**config.mk**
```make
export PLATFORM = sky130hd
export DESIGN_NAME = alarm_irq_unit
export DESIGN_NICKNAME = d
export VERILOG_FILES = /design/src/rtl/alarm_irq_pkg.sv /design/src/rtl/alarm_match.sv /design/src/rtl/timer_tick_sel.sv /design/src/rtl/cal_wave.sv /design/src/rtl/alarm_irq_unit.sv
export SDC_FILE = /design/constraint.sdc
export NUM_CORES = 1
export LEC_CHECK = 0
export CAP_MARGIN = 15
export CELL_PAD_IN_SITES_DETAIL_PLACEMENT = 2
export CELL_PAD_IN_SITES_GLOBAL_PLACEMENT = 2
export CORE_UTILIZATION = 14
export CTS_BUF_LIST = sky130_fd_sc_hd__clkbuf_8
export DETAILED_ROUTE_END_ITERATION = 6
export PLACE_DENSITY_LB_ADDON = 0.15
export REMOVE_ABC_BUFFERS = 1
export SKIP_CTS_REPAIR_TIMING = 1
export SYNTH_ARGS = -nofsm -noshare
export SYNTH_HDL_FRONTEND = slang
export SYNTH_SLANG_ARGS = --single-unit
```
**constraint.sdc**
```tcl
create_clock -name clk -period 1.9 [get_ports clk]
set_clock_uncertainty 0.1 [all_clocks]
set_input_delay 0.285 -clock clk [delete_from_list [all_inputs] [get_ports clk]]
set_output_delay 0.285 -clock clk [all_outputs]
set_load 0.01 [all_outputs]
```
**src/rtl/alarm_irq_pkg.sv**
```systemverilog
package alarm_irq_pkg;

    typedef enum logic [1:0] {
        KIND_NONE    = 2'b00,
        KIND_DAILY   = 2'b01,
        KIND_WEEKDAY = 2'b10,
        KIND_DATED   = 2'b11
    } alarm_kind_e;

    localparam int CTRL_ALM_EN   = 2;
    localparam int ACTL_TMR_IE   = 3;
    localparam int ACTL_TMR_ALM  = 6;
    localparam int ACTL_ALM_IE   = 7;
    localparam logic [1:0] MODE_EVENT = 2'b10;
    localparam logic [7:0] TIMER_TOP  = 8'h99;

    typedef struct packed {
        logic alarm_flag;
        logic timer_flag;
        logic tod_prev;
        logic tmr_prev;
    } flag_state_t;

endpackage

```
**src/rtl/alarm_match.sv**
```systemverilog
module alarm_match
    import alarm_irq_pkg::*;
#(
    parameter int BYTE_W  = 8,
    parameter int N_BYTES = 7
) (
    input  logic [N_BYTES*BYTE_W-1:0] cnt_i,
    input  logic [N_BYTES*BYTE_W-1:0] alm_i,
    input  alarm_kind_e               kind_i,
    input  logic                      tmr_en_i,
    output logic                      tod_match_o,
    output logic                      tmr_match_o
);
    localparam int N_TIME  = 4;
    localparam int IDX_YD  = 4;
    localparam int IDX_WM  = 5;
    localparam int IDX_TMR = 6;

    logic [N_TIME-1:0]  time_eq;
    logic               date_eq;
    logic               month_eq;
    logic [2:0]         wday;
    logic [BYTE_W-1:0]  wday_mask;
    logic               wday_ok;
    logic               time_all;

    for (genvar g = 0; g < N_TIME; g++) begin : g_time
        assign time_eq[g] = cnt_i[g*BYTE_W +: BYTE_W] == alm_i[g*BYTE_W +: BYTE_W];
    end

    assign time_all  = &time_eq;
    assign date_eq   = cnt_i[IDX_YD*BYTE_W +: 6] == alm_i[IDX_YD*BYTE_W +: 6];
    assign month_eq  = cnt_i[IDX_WM*BYTE_W +: 5] == alm_i[IDX_WM*BYTE_W +: 5];
    assign wday      = cnt_i[IDX_WM*BYTE_W + 5 +: 3];
    assign wday_mask = alm_i[IDX_WM*BYTE_W +: BYTE_W];
    assign wday_ok   = (wday != 3'd7) && wday_mask[wday];

    always_comb begin
        unique case (kind_i)
            KIND_DAILY:   tod_match_o = time_all;
            KIND_WEEKDAY: tod_match_o = time_all && wday_ok;
            KIND_DATED:   tod_match_o = time_all && date_eq && month_eq;
            default:      tod_match_o = 1'b0;
        endcase
    end

    assign tmr_match_o = tmr_en_i &&
        (cnt_i[IDX_TMR*BYTE_W +: BYTE_W] == alm_i[IDX_TMR*BYTE_W +: BYTE_W]);

endmodule

```
**src/rtl/timer_tick_sel.sv**
```systemverilog
module timer_tick_sel #(
    parameter int N_TICKS = 5
) (
    input  logic               clk,
    input  logic               rst_n,
    input  logic [N_TICKS-1:0] tick_i,
    input  logic               alarms_on_i,
    input  logic [2:0]         res_i,
    output logic               inc_o
);
    always_comb begin
        inc_o = 1'b0;
        if (!alarms_on_i) begin
            inc_o = tick_i[N_TICKS-1];
        end else if (res_i != 3'd0 && int'(res_i) <= N_TICKS) begin
            inc_o = tick_i[res_i - 3'd1];
        end
    end

    p_inc_needs_tick_r3: assert property (@(posedge clk) disable iff (!rst_n)
        inc_o |-> (tick_i != '0));

endmodule

```
**src/rtl/cal_wave.sv**
```systemverilog
module cal_wave #(
    parameter int HALF_TICKS = 50
) (
    input  logic clk,
    input  logic rst_n,
    input  logic tick_i,
    output logic wave_o
);
    localparam int CW = (HALF_TICKS > 1) ? $clog2(HALF_TICKS) : 1;
    localparam logic [CW-1:0] LAST = CW'(HALF_TICKS - 1);

    logic [CW-1:0] cnt_d, cnt_q;
    logic          sq_d, sq_q;

    always_comb begin
        cnt_d = cnt_q;
        sq_d  = sq_q;
        if (tick_i) begin
            if (cnt_q == LAST) begin
                cnt_d = '0;
                sq_d  = ~sq_q;
            end else begin
                cnt_d = cnt_q + 1'b1;
            end
        end
    end

    always_ff @(posedge clk or negedge rst_n) begin
        if (!rst_n) begin
            cnt_q <= '0;
            sq_q  <= 1'b0;
        end else begin
            cnt_q <= cnt_d;
            sq_q  <= sq_d;
        end
    end

    assign wave_o = sq_q;

    p_wave_holds_r12: assert property (@(posedge clk) disable iff (!rst_n)
        !tick_i |=> $stable(wave_o));

endmodule

```
**src/rtl/alarm_irq_unit.sv**
```systemverilog
module alarm_irq_unit
    import alarm_irq_pkg::*;
#(
    parameter int BYTE_W     = 8,
    parameter int N_BYTES    = 7,
    parameter int N_TICKS    = 5,
    parameter int HALF_TICKS = 50
) (
    input  logic                      clk,
    input  logic                      rst_n,
    input  logic [N_TICKS-1:0]        tick_i,
    input  logic [BYTE_W-1:0]         ctrl_i,
    input  logic [BYTE_W-1:0]         alarm_ctrl_i,
    input  logic [N_BYTES*BYTE_W-1:0] cnt_bytes_i,
    input  logic [N_BYTES*BYTE_W-1:0] alm_bytes_i,
    input  logic                      flag_wr_i,
    input  logic [1:0]                flag_wdata_i,
    output logic [1:0]                flags_o,
    output logic                      timer_inc_o,
    output logic                      int_drive_low_o
);
    localparam int TMR_LSB = (N_BYTES - 1) * BYTE_W;

    flag_state_t st_d, st_q;
    alarm_kind_e kind;
    logic        alarms_on, clock_mode, hund;
    logic        tod_match, tmr_match, wave;
    logic [BYTE_W-1:0] timer_val;

    assign alarms_on  = ctrl_i[CTRL_ALM_EN];
    assign clock_mode = ctrl_i[5:4] != MODE_EVENT;
    assign hund       = tick_i[0];
    assign kind       = alarms_on ? alarm_kind_e'(alarm_ctrl_i[5:4]) : KIND_NONE;
    assign timer_val  = cnt_bytes_i[TMR_LSB +: BYTE_W];

    alarm_match #(.BYTE_W(BYTE_W), .N_BYTES(N_BYTES)) u_match (
        .cnt_i       (cnt_bytes_i),
        .alm_i       (alm_bytes_i),
        .kind_i      (kind),
        .tmr_en_i    (alarms_on && alarm_ctrl_i[ACTL_TMR_ALM]),
        .tod_match_o (tod_match),
        .tmr_match_o (tmr_match)
    );

    timer_tick_sel #(.N_TICKS(N_TICKS)) u_tsel (
        .clk         (clk),
        .rst_n       (rst_n),
        .tick_i      (tick_i),
        .alarms_on_i (alarms_on),
        .res_i       (alarm_ctrl_i[2:0]),
        .inc_o       (timer_inc_o)
    );

    cal_wave #(.HALF_TICKS(HALF_TICKS)) u_wave (
        .clk    (clk),
        .rst_n  (rst_n),
        .tick_i (hund),
        .wave_o (wave)
    );

    always_comb begin
        st_d = st_q;
        if (flag_wr_i) begin
            if (!flag_wdata_i[1]) st_d.alarm_flag = 1'b0;
            if (!flag_wdata_i[0]) st_d.timer_flag = 1'b0;
        end
        if (hund) begin
            st_d.tod_prev = tod_match;
            st_d.tmr_prev = tmr_match;
            if ((tod_match && !st_q.tod_prev) || (tmr_match && !st_q.tmr_prev))
                st_d.alarm_flag = 1'b1;
        end
        if (timer_inc_o && timer_val == TIMER_TOP)
            st_d.timer_flag = 1'b1;
    end

    always_ff @(posedge clk or negedge rst_n) begin
        if (!rst_n) st_q <= '0;
        else        st_q <= st_d;
    end

    assign flags_o = {st_q.alarm_flag, st_q.timer_flag};

    always_comb begin
        if (alarms_on)
            int_drive_low_o = (st_q.alarm_flag && alarm_ctrl_i[ACTL_ALM_IE]) ||
                              (st_q.timer_flag && alarm_ctrl_i[ACTL_TMR_IE]);
        else
            int_drive_low_o = clock_mode && wave;
    end

    p_overflow_sets_r4: assert property (@(posedge clk) disable iff (!rst_n)
        (timer_inc_o && timer_val == TIMER_TOP) |=> flags_o[0]);

    p_alarm_sticky_r10: assert property (@(posedge clk) disable iff (!rst_n)
        (flags_o[1] && !(flag_wr_i && !flag_wdata_i[1])) |=> flags_o[1]);

    p_timer_sticky_r10: assert property (@(posedge clk) disable iff (!rst_n)
        (flags_o[0] && !(flag_wr_i && !flag_wdata_i[0])) |=> flags_o[0]);

    p_alarm_needs_tick_r9: assert property (@(posedge clk) disable iff (!rst_n)
        $rose(flags_o[1]) |-> $past(hund));

    p_no_alarm_when_off_r2: assert property (@(posedge clk) disable iff (!rst_n)
        (!alarms_on && !flags_o[1]) |=> !flags_o[1]);

    p_irq_drive_r11: assert property (@(posedge clk) disable iff (!rst_n)
        (alarms_on && flags_o[1] && alarm_ctrl_i[ACTL_ALM_IE]) |-> int_drive_low_o);

endmodule

```
; Yosys cells after proc, flatten, opt, wreduce, memory -nomap -nowiden
; Index checks and enable logic that the tools add are counted.
[totals]
regBits = 11
inputBits = 138
output_inout_bits = 4
wordCells = 65
[op_classes]
n_addsub = 2
magnitude_cmp = 3
n_eq_ne = 15
muxes = 16
n_bitwise = 1
reduce_logical = 22
[ops]
columns = cell, n
row1 = $eq 8x8->1, 5
row2 = $logic_and 1x1->1, 13
row3 = $mux 1, 10
row4 = $eq 8x8->1 const B, 1
row5 = $lt 3x4->1 const B, 2
row6 = $add 6x1->6 const B, 1
row7 = $bmux 1 s3, 2
row8 = $eq 6x6->1, 1
row9 = $eq 6x6->1 const B, 1
row10 = $mux 6, 1
row11 = $eq 5x5->1, 1
row12 = $eq 2x2->1 const B, 2
row13 = $mux 2, 2
row14 = $reduce_and 2->1, 2
row15 = $reduce_and 4->1, 1
row16 = $le 3x3->1 const B, 1
row17 = $ne 3x3->1 const B, 1
row18 = $pmux 1 s3, 1
row19 = $reduce_bool 3->1, 1
row20 = $sub 3x1->3 const B, 1
row21 = $eq 2x1->1 const B, 1
row22 = $logic_not 1->1, 2
row23 = $logic_or 1x1->1, 2
row24 = $ne 2x1->1 const B, 1
row25 = 3 further kinds, 3

; Depth between registers and ports, before layout
; Gate-level depths: netlist (run 1).
[depth]
ltp_word = 9
mapped_depth = 7
ltp_nobuf = 7

; By module
; From an unflattened synthesis (run 1), not the netlist that was laid out.
[hier_totals]
hier_cells = 152
hier_area_um2 = 1366.3
[modules_own_cells]
columns = module, n_inst, cells_per_inst, area_each_um2, seq_area_each_um2
row1 = alarm_match, 1, 76, 625.6, 0.0
row2 = cal_wave, 1, 33, 357.8, 175.2
row3 = alarm_irq_unit, 1, 27, 255.2, 100.1
row4 = timer_tick_sel, 1, 16, 127.6, 0.0

; Worst setup path after synthesis (run 1)
; OpenSTA, ideal clock, no wires.
[synth_timing]
kind = input port to output port
from = input alarm_ctrl_i[0]
to = output timer_inc_o
t_arrival_ns = 1.413
t_required_ns = 1.515
setup_slack_ns = 0.102
stages = 7
path_buffers = 0
cell_sequence = inv_1 > ha_1 > mux2i_1 > mux2_1 > o22ai_1 > a31oi_1 > inv_1
[synth_via]
elab_chain_len = 5
word_cells_on_any_way = 8
classes_between = add/sub (1) / order compare (1) / mux (4) / reduce/logical (2)
[synth_lines]
columns = item, line
row1 = "start, declared", alarm_irq_unit.sv:13  ; input logic [BYTE_W-1:0] alarm_ctrl_i,
row2 = $sub 3x1->3, timer_tick_sel.sv:16  ; inc_o = tick_i[res_i - 3'd1];
row3 = $bmux 1 s3, timer_tick_sel.sv:16
row4 = $mux 1 (not written as such), timer_tick_sel.sv:16
row5 = $mux 1 *, timer_tick_sel.sv:15  ; end else if (res_i != 3'd0 && int'(res_i) <= N_TICKS) begin
row6 = $mux 1 *, timer_tick_sel.sv:13  ; if (!alarms_on_i) begin
row7 = "end, declared", alarm_irq_unit.sv:19  ; output logic timer_inc_o,
; Every way passes the cells marked *; elsewhere a longest branch is shown, timed or not. The select of a mux whose other input is x is not followed.

; Worst setup path in the final report (run 1)
[layout_timing]
from = input tick_i[4]
to = output timer_inc_o
[layout_via]
elab_chain_len = 4
[layout_lines]
columns = item, line
row1 = "start, declared", alarm_irq_unit.sv:11  ; input logic [N_TICKS-1:0] tick_i,
row2 = $bmux 1 s3, timer_tick_sel.sv:16
row3 = $mux 1 (not written as such), timer_tick_sel.sv:16
row4 = $mux 1, timer_tick_sel.sv:15
row5 = $mux 1 *, timer_tick_sel.sv:13
; Marks and branches as above.

==> results.txt, run 1 <==
Run status: finished with violations
Failing checks: negative setup slack
Grt total ovfl: 0
Worst-path cell chain: clkdlybuf4s50_1, nand2_1, mux2_4, o22ai_1, a31oi_1, inv_1, buf_2
WP data arrival: 1590 ps
Worst relative slew slack: 0.646
Clock Power Share: 0.197
Synth unique cells: 36
Average wire per cell in the routed design: 13.4 um
Sw power: 337 uW
Synth top area share: 0.224
Endpoints failing setup: 1
Area leader, netlist: xnor2_1
Syn. warnings: 0
Simple-Gate Fraction of Synth Area: 0.200
Top Ports: 142
CTS tree: done
Post-Syn Area: 0.00137 mm2
RSZ-0062 raised after global routing: yes
Worst stage delay on the critical path: 480 ps
Sequential Power Share: 0.288
Synth Area in Adders: 0.0457
Clock tree buffer depth: 2
GRT Overall Usage: 0.114
CP max stage cell: clkdlybuf4s50_1
Cts bufs inserted: 3
Max-slew violations: 0
Final hold vios: 0
Core footprint: 0.00937 mm2
Synth area leaders: xnor2_1 (22%), dfrtp_1 (20%), xor2_1 (13%)
Pwr/cell area: 383 mW/mm2
Initial antenna violation count: 0
Site row count: 35
Post-synthesis mux area share: 0.0594
Crit Path Max Fanout: 2
R2r worst-path depth: 7
Logic pwr share: 0.515
Worst hold path class: input pin to async pin
Leak: 1.24 nW
Detailed-router iteration count before antenna repair: 3
Placed inst area: 0.00294 mm2
Root buffer cell: clkbuf_8
Final routed DRC violation total: 0
Share of layout cells above drive strength 1: 0.120
Net Sw Frac: 0.287
Number of global-route vias before repair: 1933
ANT nets after route: 0
Die area: 0.0102 mm2
Largest family of logic cells by synthesized area: XOR/XNOR gates
Synth-to-layout area growth: 124%
Final Cycle Share: 1.04
Initial Util: 0.146
Maximum VDD drop: 0.208 mV
Number of synthesized register bits: 11
Die height: 101 um
Die W: 101 um
Total of max-cap violations: 0
Syn Inst Count: 158
Compound-Gate Fraction of Synth Area: 0.104
Hold Worst Slack: 296 ps
Sequential element share of the synthesized area: 0.201
Number of H-tree levels: 1
Vias post-DR: 1732
Filler cells: 1099
Crit Path Class: input pin to primary output
Slack of the critical path: -77.2 ps
Worst Path Required: 1510 ps
Wire length of the first global-routing pass: 9030 um
Final #Nets: 453
Final Cell Area: 0.00306 mm2
Clock transition at path regs: 50 ps
Clk_lat worst skew: 240 ps
Min Clock Period, post-route: 1980 ps
Slew @ Worst Pin: 530 ps
Routed Wire Length: 5850 um
Mapped Avg Cell Area: 8.67 um2
CP Capture Type: primary output
Internal: 836 uW
Max frequency: 0.506 GHz
Clock sink total: 11
GPL Wtd Cong: 0.738
Post-DR vias/cell: 3.95
Number of port buffers: 131
Post-Synth XOR/XNOR Area: 0.352
Antenna cells: 0
Post-DP HPWL: 5330 um
Largest net degree at the start of global routing: 14
Initial drt markers: 12
Critical Path Start Type: input pin
[logic make-up after synthesis]
kind of cell	Yosys count
xor gates and xnor gates	55
muxes	8
adders and majority gates	5
DFF	11
buffers and inverters	12
AOI/OAI and AO/OA	22
and+or+nand+nor	45
[cells in the mapped netlist]
library cell / count
mux2_1: 1
a31oi_1: 2
a22oi_1: 1
nand3b_1: 1
nand4_1: 10
a21o_1: 1
o22ai_1: 3
nor2b_1: 1
and3_1: 1
o21ai_1: 2
inv_1: 9
nand4_2: 1
buf_4: 2
nand3_1: 2
o21ai_0: 6
nor3_2: 1
clkbuf_1: 1
nor3_1: 6
xnor2_1: 35
o31ai_2: 1
o211ai_1: 1
dfrtp_1: 11
xor2_1: 20
nor2b_4: 1
nor2_1: 4
nor4_4: 1
ha_1: 5
a21oi_1: 2
a41o_1: 1
mux2i_1: 7
nor4_1: 2
nand2b_1: 2
nand2_1: 11
nor4_2: 1
o21a_1: 1
a22o_1: 1
[metrics by stage]
stage | setup TNS (ps) | util | instances | power, mW | setup WS (ps)
4_1_cts | -1390 | 0.319 | 435 | 1.18 | -1040
2_1_floorplan | 0 | - | 155 | 0.544 | 102
6_report | -77.2 | 0.327 | 438 | 1.17 | -77.2
3_3_place_gp | -1510 | 0.314 | 431 | 0.922 | -945
5_1_grt | -131 | 0.327 | 438 | 1.26 | -131
3_5_place_dp | -1670 | 0.314 | 431 | 0.937 | -1010
[worst max-delay path: cells and delay by family]
| family | cells | cell delay, ps |
|---|---|---|
| compound gates | 2 | 300 |
| buf+inv | 3 | 680 |
| mux | 1 | 260 |
| simple gates | 1 | 60 |
[flip-flops by register name (all words and copies together) (netlist names)]
signal         flops
u_wave.cnt_q       6
flags_o            2
st_q               2
u_wave.wave_o      1
[metal layers]
| layer | vias to the layer above | GRT usage | wire, um | part of all wire |
|---|---|---|---|---|
| met5 | - | 0 | 0 | 0 |
| met1 | 781 | 0.114 | 2100 | 0.36 |
| met2 | 97 | 0.224 | 3020 | 0.52 |
| li1 | 850 | - | - | - |
| met3 | 4 | 0.0402 | 681 | 0.12 |
| met4 | 0 | 0.0234 | 54 | 0.0092 |
[worst paths after layout]
kind                       slack [ps]         endpoint             from
min reg2reg                       360    u_wave.wave_o    u_wave.wave_o
min in group clk                  360    u_wave.wave_o    u_wave.wave_o
max reg2reg                       330  u_wave.cnt_q[2]  u_wave.cnt_q[1]
max in group asynchronous        1050          st_q[0]            rst_n
max                               -80      timer_inc_o        tick_i[4]
min                               300    u_wave.wave_o            rst_n
[final cells by class]
class / count / area, um2 / share of cell area
timing repair buffer: 150 / 1460 / 0.477
multi-input combinational: 135 / 1080 / 0.352
sequential: 11 / 275 / 0.0898
tap: 129 / 161 / 0.0527
clock buffer: 3 / 41.3 / 0.0135
inverter: 9 / 41.3 / 0.0135
clock inverter: 1 / 3.75 / 0.00122
[power by group through the flow]
stage               clock network (mW)  registers [mW]  logic (mW)
CTS                              0.241           0.340       0.598
finish                           0.231           0.338       0.604
detailed placement                   0           0.343       0.594
floorplan                            0           0.329       0.215
global route                     0.253           0.347       0.661
global placement                     0           0.344       0.579
[cell usage in the layout, fill, tap and decap left out, types with 3 or more instances in the layout]
cell type / count
dlymetal6s2s_1: 3
nand4_1: 10
clkdlybuf4s50_1: 125
nor3_1: 6
inv_1: 8
nor2_1: 4
nand2_1: 11
ha_1: 3
buf_4: 19
xor2_1: 20
xnor2_1: 34
clkbuf_8: 3
o22ai_1: 3
mux2i_1: 7
dfrtp_1: 11
o21ai_0: 6
(Power assumes the default switching activity.)
==> inputs of run 2 (changes only) <==
Settings changed: TNS_END_PERCENT from default to 50.
==> results of run 2 <==
Same layout as run 1: the final DEF is identical, and so are final timing and power.
